===== src/rtl/chg_pkg.sv =====
package chg_pkg;
  typedef enum logic [2:0] {
    ST_IDLE  = 3'd0,
    ST_PRE   = 3'd1,
    ST_FAST  = 3'd2,
    ST_DONE  = 3'd3,
    ST_FWAIT = 3'd4,
    ST_FDET  = 3'd5
  } chg_state_e;
endpackage


===== src/rtl/chg_tick_gen.sv =====
// Fractional-rate tick source: adds scale+1 per cycle, ticks on overflow.
module chg_tick_gen #(
  parameter int SCALE_W = 8
) (
  input  logic               clk,
  input  logic               rst_n,
  input  logic               clr,
  input  logic [SCALE_W-1:0] scale,
  output logic               tick
);
  logic [SCALE_W-1:0] acc_q;
  logic [SCALE_W:0]   sum;

  always_comb begin
    sum  = {1'b0, acc_q} + {1'b0, scale} + {{SCALE_W{1'b0}}, 1'b1};
    tick = sum[SCALE_W];
  end

  always_ff @(posedge clk or negedge rst_n) begin
    if (!rst_n)   acc_q <= '0;
    else if (clr) acc_q <= '0;
    else          acc_q <= sum[SCALE_W-1:0];
  end
endmodule


===== src/rtl/chg_safety_timer.sv =====
// Saturating tick counter with a window that depends on the phase.
module chg_safety_timer #(
  parameter int FAST_TICKS = 40,
  parameter int PRE_TICKS  = 4
) (
  input  logic clk,
  input  logic rst_n,
  input  logic clr,
  input  logic adv,
  input  logic is_pre,
  output logic expired
);
  localparam int CW = $clog2(FAST_TICKS + 1);
  localparam logic [CW-1:0] FAST_LIM = CW'(FAST_TICKS);
  localparam logic [CW-1:0] PRE_LIM  = CW'(PRE_TICKS);

  logic [CW-1:0] cnt_q;
  logic [CW-1:0] lim;

  always_comb begin
    lim     = is_pre ? PRE_LIM : FAST_LIM;
    expired = (cnt_q >= lim);
  end

  always_ff @(posedge clk or negedge rst_n) begin
    if (!rst_n)                cnt_q <= '0;
    else if (clr)              cnt_q <= '0;
    else if (adv && !expired)  cnt_q <= cnt_q + 1'b1;
  end
endmodule


===== src/rtl/chg_status_enc.sv =====
// Maps the sequencer state and suspension to commands and status sinks.
module chg_status_enc
  import chg_pkg::*;
(
  input  chg_state_e state,
  input  logic       suspend,
  output logic       cmd_pre,
  output logic       cmd_fast,
  output logic       cmd_off,
  output logic       flt_cur_en,
  output logic       stat1_on,
  output logic       stat2_on
);
  always_comb begin
    cmd_pre    = (state == ST_PRE)  && !suspend;
    cmd_fast   = (state == ST_FAST) && !suspend;
    cmd_off    = !(cmd_pre || cmd_fast);
    flt_cur_en = (state == ST_FDET);
    stat1_on   = cmd_pre || cmd_fast;
    stat2_on   = cmd_pre || (state == ST_DONE);
  end
endmodule


===== src/rtl/chg_seq.sv =====
module chg_seq
  import chg_pkg::*;
#(
  parameter int FAST_TICKS = 40,
  parameter int SCALE_W    = 8
) (
  input  logic               clk,
  input  logic               rst_n,
  input  logic               chg_en,
  input  logic               tmr_off,
  input  logic               bat_low,
  input  logic               bat_below_rch,
  input  logic               term_det,
  input  logic               temp_fault,
  input  logic               therm_reg,
  input  logic [SCALE_W-1:0] rate_scale,
  output logic               cmd_pre,
  output logic               cmd_fast,
  output logic               cmd_off,
  output logic               flt_cur_en,
  output logic               stat1_on,
  output logic               stat2_on
);
  localparam int PRE_TICKS = (FAST_TICKS / 10 > 0) ? FAST_TICKS / 10 : 1;

  chg_state_e state_q, state_d, restart_st, fault_st;
  logic       charging, suspend, tmr_clr, tick, expired, adv;

  always_comb begin
    charging   = (state_q == ST_PRE) || (state_q == ST_FAST);
    suspend    = charging && temp_fault;
    restart_st = bat_low ? ST_PRE : ST_FAST;
    fault_st   = bat_below_rch ? ST_FDET : ST_FWAIT;
    state_d    = state_q;
    if (!chg_en) begin
      state_d = ST_IDLE;
    end else begin
      unique case (state_q)
        ST_IDLE: state_d = restart_st;
        ST_PRE: if (!temp_fault) begin
          if (!bat_low)                 state_d = ST_FAST;
          else if (!tmr_off && expired) state_d = fault_st;
        end
        ST_FAST: if (!temp_fault) begin
          if (!tmr_off && term_det && !bat_below_rch && !therm_reg)
            state_d = ST_DONE;
          else if (!tmr_off && expired)
            state_d = fault_st;
        end
        ST_DONE:  if (bat_below_rch) state_d = restart_st;
        ST_FWAIT: if (tmr_off || bat_below_rch) state_d = restart_st;
        ST_FDET: begin
          if (tmr_off)             state_d = restart_st;
          else if (!bat_below_rch) state_d = ST_FWAIT;
        end
        default: state_d = ST_IDLE;
      endcase
    end
    tmr_clr = (state_d != state_q);
    adv     = tick && charging && !temp_fault;
  end

  always_ff @(posedge clk or negedge rst_n) begin
    if (!rst_n) state_q <= ST_IDLE;
    else        state_q <= state_d;
  end

  chg_tick_gen #(.SCALE_W(SCALE_W)) u_tick (
    .clk(clk), .rst_n(rst_n), .clr(tmr_clr), .scale(rate_scale), .tick(tick)
  );

  chg_safety_timer #(.FAST_TICKS(FAST_TICKS), .PRE_TICKS(PRE_TICKS)) u_tmr (
    .clk(clk), .rst_n(rst_n), .clr(tmr_clr), .adv(adv),
    .is_pre(state_q == ST_PRE), .expired(expired)
  );

  chg_status_enc u_enc (
    .state(state_q), .suspend(suspend),
    .cmd_pre(cmd_pre), .cmd_fast(cmd_fast), .cmd_off(cmd_off),
    .flt_cur_en(flt_cur_en), .stat1_on(stat1_on), .stat2_on(stat2_on)
  );
endmodule


===== config.mk =====
export PLATFORM = sky130hd
export DESIGN_NAME = chg_seq
export DESIGN_NICKNAME = d
export VERILOG_FILES = /design/src/rtl/chg_pkg.sv /design/src/rtl/chg_tick_gen.sv /design/src/rtl/chg_safety_timer.sv /design/src/rtl/chg_status_enc.sv /design/src/rtl/chg_seq.sv
export SDC_FILE = /design/constraint.sdc
export NUM_CORES = 1
export LEC_CHECK = 0
export ABC_AREA = 1
export BUFFER_PORTS_ARGS = -buffer_cell sky130_fd_sc_hd__buf_2
export CORE_MARGIN = 2
export CORE_UTILIZATION = 35
export DETAILED_ROUTE_END_ITERATION = 16
export HOLD_SLACK_MARGIN = 0.06
export PLACE_DENSITY_LB_ADDON = 0.1
export SYNTH_ARGS = -nofsm -noshare
export SYNTH_HDL_FRONTEND = slang
export SYNTH_SLANG_ARGS = --single-unit

===== constraint.sdc =====
create_clock -name clk -period 2.2 [get_ports clk]
set_input_delay 0 -clock clk [delete_from_list [all_inputs] [get_ports clk]]
set_output_delay 0 -clock clk [all_outputs]
set_load 0.05 [all_outputs]

# Word level (Yosys, flattened, before mapping)
# Index checks and enable logic that the tools add are counted.
# op_classes
addsub,3
order_cmp,1
eq_ne,6
mux,17
reduce_logical,23
# ops
operator,count
2-to-1 mux 3 bit,10
2-to-1 mux 6 bit,3
case mux 3 bit (6 select lines),1
logical AND 1 bit,10
adder 8 x 8 -> 9 bit,1
adder 9 x 1 -> 9 bit (second input constant),1
2-to-1 mux 8 bit,1
zero test 1 bit,7
adder 6 x 1 -> 6 bit (second input constant),1
equality test 3 x 2 -> 1 bit (second input constant),2
equality test 3 bit (second input constant),2
greater-or-equal comparator 6 bit,1
logical OR 1 bit,4
equality test 3 x 1 -> 1 bit (second input constant),1
zero test 3 bit,1
!= test 3 bit,1
2-to-1 mux 2 bit,1
nonzero test 2 bit,1
2-to-1 mux 1 bit,1
# totals
reg_bits,17
in_bits,17
out_inout_bits,6
word_cells,53

# Depth between registers and ports, before layout
# Gate-level depths: netlist of the first run.
# depth
ltp_word,11
mapped_depth,15
mapped_depth_nobuf,13

# By module
# A second synthesis of the first run with hierarchy kept.
# unflattened
hier_cells,266
area_unflattened_um2,1699.1
# by_module_without_submodules
module,n_inst,cells_per_inst,area_per_inst_um2
chg_tick_gen,1,78,590.6
chg_seq,1,107,569.3
chg_safety_timer,1,67,466.7
chg_status_enc,1,14,72.6

# Worst setup path after synthesis of the first run
# No wires, ideal clock.
# synth_path
path_type,reg-to-reg
startpoint,register state_q[0]
endpoint,register u_tmr.cnt_q[4]
setup_ns,0.122
t_arrival_ns,2.234
required_time_ns,2.078
slack_ns,-0.156
stages_incl_launch_ff,11
period_less_slack_ns,2.356
path_cell_list,dfrtp_1 -> inv_2 -> nand3_2 -> nor2_2 -> inv_2 -> nand2_1 -> nand3_1 -> nor2_1 -> nand2_1 -> nor3_1 -> nor2_1
# synth_via
elab_chain_len,11
elab_cells_between_ends,28
classes_between,order compare: 1; eq/ne: 6; mux: 13; reduce/logical: 8
# synth_rtl
item,line,text
from (decl),chg_seq.sv:26,"chg_state_e state_q, state_d, restart_st, fault_st;"
from (signal assigned),chg_seq.sv:65,else state_q <= state_d;
equality test 3 x 1 -> 1 bit,"chg_seq.sv:30, chg_seq.sv:38, chg_seq.sv:74",
2-to-1 mux 6 bit,chg_safety_timer.sv:21,lim = is_pre ? PRE_LIM : FAST_LIM;
greater-or-equal comparator 6 bit,chg_safety_timer.sv:22,expired = (cnt_q >= lim);
logical AND 1 bit,"chg_seq.sv:42, chg_seq.sv:47",
2-to-1 mux 3 bit,"chg_seq.sv:42, chg_seq.sv:47",
2-to-1 mux 3 bit (on tied branches),"chg_seq.sv:45, chg_seq.sv:41",
2-to-1 mux 3 bit (on tied branches),"chg_seq.sv:44, chg_seq.sv:40",
case mux 3 bit (6 select lines),chg_seq.sv:38,unique case (state_q)
2-to-1 mux 3 bit,chg_seq.sv:35,if (!chg_en) begin
!= test 3 bit,chg_seq.sv:59,tmr_clr = (state_d != state_q);
2-to-1 mux 6 bit or nonzero test 2 bit (tied branches),n/a,
to (signal assigned),chg_safety_timer.sv:28,else if (adv && !expired) cnt_q <= cnt_q + 1'b1;
to (decl),chg_safety_timer.sv:17,logic [CW-1:0] cnt_q;
# Parallel ways exist; a longest one is shown, timed or not.
# A chain may end at the register's enable or synchronous reset.

# Final worst setup path of the first run
# layout_path
startpoint,register u_tick.acc_q[0]
endpoint,register u_tmr.cnt_q[4]
# layout_via
elab_chain_len,6
# layout_rtl
item,line,text
from (decl),chg_tick_gen.sv:11,logic [SCALE_W-1:0] acc_q;
from (signal assigned),chg_tick_gen.sv:22,else acc_q <= sum[SCALE_W-1:0];
adder 8 x 8 -> 9 bit,chg_tick_gen.sv:15,"sum = {1'b0, acc_q} + {1'b0, scale} + {{SCALE_W{1'b0}}, 1'b1};"
adder 9 x 1 -> 9 bit,chg_tick_gen.sv:15,
logical AND 1 bit (2 in series),chg_seq.sv:60,adv = tick && charging && !temp_fault;
logical AND 1 bit,chg_safety_timer.sv:28,
nonzero test 2 bit (no source line),n/a,
# Every way passes these cells.

==> results of run 1 <==
==> through the flow <==
stage / hold slack [ns] / instance area, µm² / setup slack, ns / cells
2_1_floorplan: -0.296 / 1440 / 0.154 / 199
3_3_place_gp: -0.0390 / 1610 / 0.0961 / 272
3_5_place_dp: -0.0398 / 1610 / 0.0559 / 272
4_1_cts: 0.0946 / 1680 / 0.0285 / 278
5_1_grt: 0.122 / 1710 / -0.00263 / 278
6_report: 0.104 / 1710 / 0.147 / 278
==> layer usage <==
metal / vias up / GRT usage, % / routed length (µm) / part of all wire [%]
met1: 576 / 19.6 / 1530 / 53
met4: 0 / 2.25 / 14 / 0.48
met2: 11 / 21.5 / 1270 / 44
met5: - / 0 / 0 / 0
met3: 2 / 3.62 / 84 / 2.9
li1: 681 / - / - / -
==> cell usage after synthesis (2+ instances only) <==
cell and number:
nand2_1 47, inv_1 31, dfrtp_1 17, nand3_1 14, nor2_1 13, nor2_2 11, a21oi_1 10, ha_1 10
nand2_2 7, xor2_1 6, inv_2 5, nand4_1 5, nand3_2 4, nor2_4 3, nand3b_1 2, nor3_1 2
o21ai_0 2, xnor2_1 2
==> cell type report <==
cell class	count	area share, %
Multi-Input combinational cell	144	51.9
Sequential cell	17	25.0
Timing Repair Buffer	27	8.94
Clock buffer	4	2.64
Inverter	36	7.91
Tap cell	50	3.66
==> critical path, cell delays in order (launching register included) <==
cell and delay [ns]:
dfrtp_1 0.32, inv_1 0.04, ha_1 0.19, fa_2 0.35, nand3b_1 0.18, nand2_2 0.11
nand2_1 0.05, o211ai_1 0.12, nand3_2 0.16, nor2_2 0.16, nand2_1 0.10, nor3_2 0.11
nor2_1 0.06
==> state kept, by name (all words and copies together) (netlist names) <==
name,count
u_tmr.cnt_q,6
u_tick.acc_q,8
state_q,3
==> worst paths after layout <==
kind | startpoint | to | slack (ns) | cells after the start
min in group asynchronous | rst_n | u_tmr.cnt_q[3]$_DFFE_PN0P_ | 0.21 | 2
setup reg to reg | u_tick.acc_q[0]$_DFF_PN0_ | u_tmr.cnt_q[4]$_DFFE_PN0P_ | 0.15 | 12
setup / recovery | u_tick.acc_q[0]$_DFF_PN0_ | u_tmr.cnt_q[4]$_DFFE_PN0P_ | 0.15 | 12
hold / removal | rate_scale[0] | u_tick.acc_q[0]$_DFF_PN0_ | 0.10 | 4
hold reg to reg | u_tmr.cnt_q[5]$_DFFE_PN0P_ | u_tmr.cnt_q[5]$_DFFE_PN0P_ | 0.53 | 2
max in group asynchronous | rst_n | state_q[1]$_DFF_PN0_ | 1.68 | 2
==> cells by family (layout without fill, tap and decap cells) <==
logic type,Yosys count,in the layout,share of synthesized area (%)
XOR/XNOR,8,8,4.90
AND/OR/NAND/NOR,109,109,38.1
flip-flops,17,17,29.7
adder cells (fa/ha/maj),11,11,10.1
buffers and inverters,38,67,10.8
AO/OA/AOI/OAI,16,16,6.39
==> repair_timing <==
item | CTS | global route
hold endpoints to repair | 20 | 0
buffers inserted | 0 | 0
hold buffers | 2 | 0
resized for setup | 0 | 8
setup endpoints to repair | 0 | 12
==> report_power, final <==
group	internal (mW)	switching, mW	leakage (nW)
clock network	0.128	0.106	0.0228
registers	0.376	0.0356	0.226
logic	0.274	0.419	0.670
total	0.778	0.560	0.919
==> qor.yml, run 1 <==
outcome: "completed"
final_cell_mix: "nand2_1, inv_1, buf_2"
drt-vias-per-instance: 4.57
hold_path_class: "in2reg"
critPathMaxFanout: 3
track_usage_pct: 13.9
remaining_drc_errors: 0
tightestPinTransition_ns: 0.407
dp.final_hpwl_um: 2310
end_kind: "register"
detail_route.wl_per_cell_um: 10.4
utilization_pct: 43.0
clk_latency_ns: 0.25
tns_ns: 0
ctsRootBufferMaster: "clkbuf_8"
fmax_mhz: 487
p_per_area_nw_per_um2: 784
post-route-period-util_pct: 93.3
synth_area_um2: 1430
antenna_found_initial: 0
numCtsBuffers: 3
grt_pass1_vias: 1130
wl_um: 2900
hold_violations: 0
yosysTopAreaCellShare_pct: 29.7
cts_tree: "done"
peakVddDrop_mv: 0.414
htreeDepth: 1
critical_path_arrival_ns: 2.19
yosysSeqAreaShare_pct: 29.7
slew_violations: 0
synth.distinct_cells: 26
path_class: "reg2reg"
fill_cells: 437
vias: 1270
synth_flop_cell: "dfrtp_1"
overflow: 0
multi_input_area_um2: 886
coreArea_um2: 3970
place_congestion: 0.814
n_antenna_cell: 0
yosys.area.top_type: "dfrtp_1"
drtIter0Drc: 40
ys_ff_latch: 17
nNetsFinal: 257
period_needed_ns: 2.05
synth_edf_count: 0
synth_fp_nets: 227
start_util_pct: 36.0
std_cell_rows: 23
drv_cap: 0
die_area_um2: 4610
cp-start-kind: "register"
final-seq-area_um2: 427
async_flop_share_pct: 100
yosysWarnings: 0
power.leakage_nw: 0.919
skew_ns: 0.00316
clock-sinks: 17
cp.required_ns: 2.34
max-slew-margin-rel_pct: 72.9
clk_pin_slew_ns: 0.07
cts_buffer_depth: 2
io_buffers: 22
synthCells: 199
grt_pass1_wl_um: 4840
synthToLayoutAreaGrowth_pct: 19.4
synthTopCellsByArea: "dfrtp_1, nand2_1, ha_1"
antenna_left: 0
die_h_um: 67.9
synth.avg_cell_area_um2: 7.19
drt_pass1_iterations: 4
drive_gt1_share_pct: 29.8
final_common_cell: "nand2_1"
ioPinCount: 23
setup_viol: 0
p_total_mw: 1.34
grt_max_degree: 18
dieWidth_um: 67.9
Note: power is estimated with default switching activity, not from simulation.
==> run 2, diff against run 1 <==
--- a/config.mk
+++ b/config.mk
@@ -7,6 +7,7 @@
 export LEC_CHECK = 0
 export ABC_AREA = 1
 export BUFFER_PORTS_ARGS = -buffer_cell sky130_fd_sc_hd__buf_2
+export CORE_ASPECT_RATIO = 2
 export CORE_MARGIN = 2
 export CORE_UTILIZATION = 35
 export DETAILED_ROUTE_END_ITERATION = 16
==> run 2 against run 1 <==
Net effect:
- combinational power up 7.6%
- global-route usage rose by 1.6 points
- sequential cell count is the same
- power is 4.0% higher
- via count grew 6.1%
- utilization is 2.4 points higher
- count of clock-buffer cells in the layout did not move
- sequential power about the same
- critical path depth rose by 1
- routed wire length up 12%
- critical path type unchanged
- sequential share of layout area shrank 0.76 points
==> qor.yml, run 2 (same netlist as run 1, synthesis figures left out) <==
end_kind: "register"
max-slew-margin-rel_pct: 73.3
numCtsBuffers: 3
slew_violations: 0
worstSetupStartpoint: "u_tick.acc_q[0]$_DFF_PN0_"
drv_cap: 0
remaining_drc_errors: 0
ioPinCount: 23
n_antenna_cell: 0
drt_pass1_iterations: 4
nNetsFinal: 260
antenna_left: 0
multi_input_area_um2: 903
worst_slack_ns: 0.161
cp_slowest_cell: "fa_2"
rsz0062_at_grt: "true"
place_ws_ns: 0.0606
reg2reg_depth: 13
largest_register: "u_tick.acc_q"
rrSetupSlack_ns: 0.16
grt_pass1_vias: 1359
dieWidth_um: 49.2
clock-sinks: 17
outcome: "completed"
io_buffers: 22
final_cell_mix: "nand2_1, inv_1, buf_2"
cp.depth: 13
hold_path_class: "in2reg"
top_regs: "u_tick.acc_q x8, u_tmr.cnt_q x6, state_q x3"
tns_ns: 0
path_class: "reg2reg"
overflow: 0
grt_pass1_wl_um: 5580
cp.required_ns: 2.39
tightestPinTransition_ns: 0.400
clk_latency_ns: 0.25
final_common_cell: "nand2_1"
skew_ns: 0.00160
whs_ns: 0.136
dp.final_hpwl_um: 2740
p_total_mw: 1.39
antenna_found_initial: 0
critical_path_arrival_ns: 2.22
drt-vias-per-instance: 4.78
place_congestion: 0.786
detail_route.wl_per_cell_um: 11.5
vias: 1348
track_usage_pct: 15.5
setup_viol: 0
synthToLayoutAreaGrowth_pct: 23.2
utilization_pct: 45.4
slowest_delay_ns: 0.35
cts_buffer_depth: 2
hold_violations: 0
htreeDepth: 1
clk_pin_slew_ns: 0.07
power.leakage_nw: 0.937
peakVddDrop_mv: 0.354
rr_startpoint: "u_tick.acc_q[0]$_DFF_PN0_"
wl_um: 3230
std_cell_rows: 32
post-route-period-util_pct: 92.7
fmax_mhz: 490
start_util_pct: 36.8
endpoint: "u_tmr.cnt_q[4]$_DFFE_PN0P_"
coreArea_um2: 3880
cts_tree: "done"
drive_gt1_share_pct: 32.0
p_per_area_nw_per_um2: 790
grt_max_degree: 18
ctsRootBufferMaster: "clkbuf_8"
crit_family: "simple AND/OR/NAND/NOR gates"
die_h_um: 94.4
path_buf_inv: 1
cp-start-kind: "register"
worstPathCellList: "inv_2 > ha_4 > fa_2 > nand3b_1 > nand2_2 > nand2_2 > o211ai_1 > nand3_2 > nor2_4 > nand2_1 > nand2_1 > nand4_1 > nor2_1"
fill_cells: 444
largest_reg_flops: 8
critPathMaxFanout: 3
rr_endpoint: "u_tmr.cnt_q[4]$_DFFE_PN0P_"
die_area_um2: 4640
final-seq-area_um2: 427
period_needed_ns: 2.04
drtIter0Drc: 17
run 2: tightest hold or removal path, delay by kind of cell:
family                   cells  cell delay, ns
adder cells (fa/ha/maj)      1            0.14
buffers and inverters        2            0.18
AND/OR/NAND/NOR              1            0.03
run 2: worst min path at each step:
stage                       start                         to  slack [ns]  cells after the start
finish              rate_scale[0]  u_tick.acc_q[0]$_DFF_PN0_        0.14                      4
global placement            rst_n  u_tick.acc_q[3]$_DFF_PN0_       -0.04                      1
floorplan                   rst_n       state_q[0]$_DFF_PN0_       -0.30                      0
CTS                 rate_scale[0]  u_tick.acc_q[0]$_DFF_PN0_        0.11                      4
detailed placement          rst_n  u_tick.acc_q[3]$_DFF_PN0_       -0.04                      1
global route        rate_scale[0]  u_tick.acc_q[0]$_DFF_PN0_        0.16                      4
run 2: cell type report:
| cell class | instances | share of cell area (%) |
|---|---|---|
| Timing Repair Buffer | 30 | 10.7 |
| Multi-Input combinational cell | 144 | 51.3 |
| Sequential cell | 17 | 24.2 |
| Clock buffer | 4 | 2.56 |
| Tap cell | 51 | 3.62 |
| Inverter | 36 | 7.67 |
run 2: repair_timing:
| action | in CTS | in global routing |
|---|---|---|
| setup endpoints to repair | 0 | 6 |
| gates resized for setup | 0 | 13 |
| hold buffers | 2 | 0 |
| setup buffers | 0 | 1 |
| hold endpoints to repair | 20 | 0 |
run 2: metal layers:
layer / global-route usage (%) / share of wire [%]
met1: 13.4 / 32
met2: 32.4 / 61
met3: 1.58 / 3.5
met4: 8.81 / 3.6
met5: 0 / 0
run 2: where the power goes:
part | internal, mW | switching, mW
Sequential | 0.376 | 0.0365
Clock | 0.128 | 0.105
Combinational | 0.305 | 0.441
run 2: through the flow:
stage,instances,area [µm²]
floorplan,199,1440
global placement,275,1640
detailed placement,275,1640
CTS,281,1710
global route,282,1760
finish,282,1760
==> run 3, diff against run 2 <==
--- a/config.mk
+++ b/config.mk
@@ -12,7 +12,6 @@
 export CORE_UTILIZATION = 35
 export DETAILED_ROUTE_END_ITERATION = 16
 export HOLD_SLACK_MARGIN = 0.06
-export PLACE_DENSITY_LB_ADDON = 0.1
 export SYNTH_ARGS = -nofsm -noshare
 export SYNTH_HDL_FRONTEND = slang
 export SYNTH_SLANG_ARGS = --single-unit
==> run 3 against run 2 <==
Net effect:
- non-clock buffer count decreased by 2
- combinational power decreased by 2%
- cell count decreased by 0.71%
- worst hold slack got worse by 0.011 ns
- clock power increased by 5%
- register-to-register slack improved by 0.04 ns
- critical path depth decreased by 2
- global-route usage decreased by 0.26 points
- utilization decreased by 0.71 points
==> qor.yml, run 3 (same netlist as run 1, synthesis figures left out) <==
outcome: "completed"
reg2reg_depth: 11
remaining_drc_errors: 0
hold_violations: 0
final_cell_mix: "nand2_1, inv_1, buf_2"
hold_depth: 4
cp.required_ns: 2.34
wl_met1_um: 1140
grt_pass1_vias: 1291
cts_buffer_depth: 2
dieWidth_um: 49.2
final_common_cell: "nand2_1"
n_antenna_cell: 0
p_per_area_nw_per_um2: 800
grt_max_degree: 18
detail_route.wl_per_cell_um: 11.3
drt_pass1_iterations: 3
fin_area_um2: 1730
max-slew-margin-rel_pct: 73.3
synthToLayoutAreaGrowth_pct: 21.3
largest_reg_flops: 8
die_h_um: 94.4
die_area_um2: 4640
start_util_pct: 36.8
drtIter0Drc: 13
dp.cells: 272
dr_wl_met3_um: 58
coreArea_um2: 3880
drt-vias-per-instance: 4.66
fill_cells: 427
skew_ns: 0.00559
top_layer: "met4"
antenna_left: 0
clk_pin_slew_ns: 0.07
worst_slack_ns: 0.197
overflow: 0
antenna_found_initial: 0
wl_um: 3160
setup_viol: 0
dp.final_hpwl_um: 2570
vias: 1304
fmax_mhz: 499
drv_cap: 0
ioPinCount: 23
tns_ns: 0
post-route-period-util_pct: 91.0
critPathMaxFanout: 4
top_regs: "u_tick.acc_q x8, u_tmr.cnt_q x6, state_q x3"
io_buffers: 22
clock-sinks: 17
rsz0062_at_grt: "true"
path_class: "reg2reg"
rrSetupSlack_ns: 0.20
numCtsBuffers: 3
place_ws_ns: 0.0692
placed_area_um2: 1620
cts_tree: "done"
std_cell_rows: 32
p_total_mw: 1.39
place_congestion: 0.805
wl_met2_um: 1900
clk_latency_ns: 0.26
largest_register: "u_tick.acc_q"
end_kind: "register"
htreeDepth: 1
ctsRootBufferMaster: "clkbuf_8"
stdcell_count: 280
grt_pass1_wl_um: 5420
drive_gt1_share_pct: 31.0
cp-start-kind: "register"
critical_path_arrival_ns: 2.15
peakVddDrop_mv: 0.340
slew_violations: 0
utilization_pct: 44.7
period_needed_ns: 2.00
whs_ns: 0.125
power.leakage_nw: 0.927
nNetsFinal: 258
tightestPinTransition_ns: 0.400
track_usage_pct: 15.2
hold_path_class: "in2reg"
-- run 3: changes by cell type in the layout (fill, tap and decap cells not counted) --
cell        change
clkbuf_1        -1
ha_4            -1
buf_4           -2
dfrtp_2         -1
inv_1           +1
clkinvlp_4      +1
nor2_4          -1
nor2_2          +1
dfrtp_1         +1
ha_2            +1
inv_2           -1
-- run 3: final cells by class --
class	count	area (µm²)	share of cell area, %
Clock buffer	3	41.3	2.38
Clock inverter	1	7.51	0.433
Inverter	36	135	7.79
Multi-Input combinational cell	144	888	51.2
Sequential cell	17	425	24.5
Tap cell	51	63.8	3.68
Timing Repair Buffer	28	173	9.96
-- run 3: repair_timing --
item,4_1_cts,5_1_grt
hold buffers,2,0
gates resized for setup,0,9
hold endpoints to repair,20,0
buffers inserted,0,2
setup endpoints to repair,0,5
-- run 3: worst max-delay path, stage by stage (launching register included) --
cell and delay (ns):
dfrtp_1 0.37, ha_1 0.33, a21oi_1 0.16, nand2_1 0.10
nand2_1 0.07, nand2_1 0.05, a21oi_1 0.21, nor2_1 0.06
o21ai_0 0.18, nand2_1 0.09, xor2_1 0.23, nor2_4 0.04
-- run 3: path summary, 6_finish.rpt --
| path | start | to |
|---|---|---|
| min in group asynchronous | rst_n | u_tick.acc_q[1]$_DFF_PN0_ |
| hold reg to reg | u_tmr.cnt_q[5]$_DFFE_PN0P_ | u_tmr.cnt_q[5]$_DFFE_PN0P_ |
| hold / removal | rate_scale[0] | u_tick.acc_q[0]$_DFF_PN0_ |
| setup reg to reg | u_tick.acc_q[2]$_DFF_PN0_ | u_tick.acc_q[7]$_DFF_PN0_ |
| setup / recovery | u_tick.acc_q[2]$_DFF_PN0_ | u_tick.acc_q[7]$_DFF_PN0_ |
| max in group asynchronous | rst_n | u_tmr.cnt_q[1]$_DFFE_PN0P_ |
-- run 3: routing by layer --
| metal | global-route usage (%) | vias to the layer above |
|---|---|---|
| met5 | 0 | - |
| met4 | 8.81 | 0 |
| met1 | 13.3 | 597 |
| met3 | 1.11 | 4 |
| li1 | - | 683 |
| met2 | 32.0 | 20 |
-- run 3: where the power goes --
part	total, mW	switching, mW	internal [mW]
registers	0.410	0.0354	0.375
logic	0.732	0.432	0.300
clock network	0.245	0.117	0.128
total	1.39	0.585	0.802
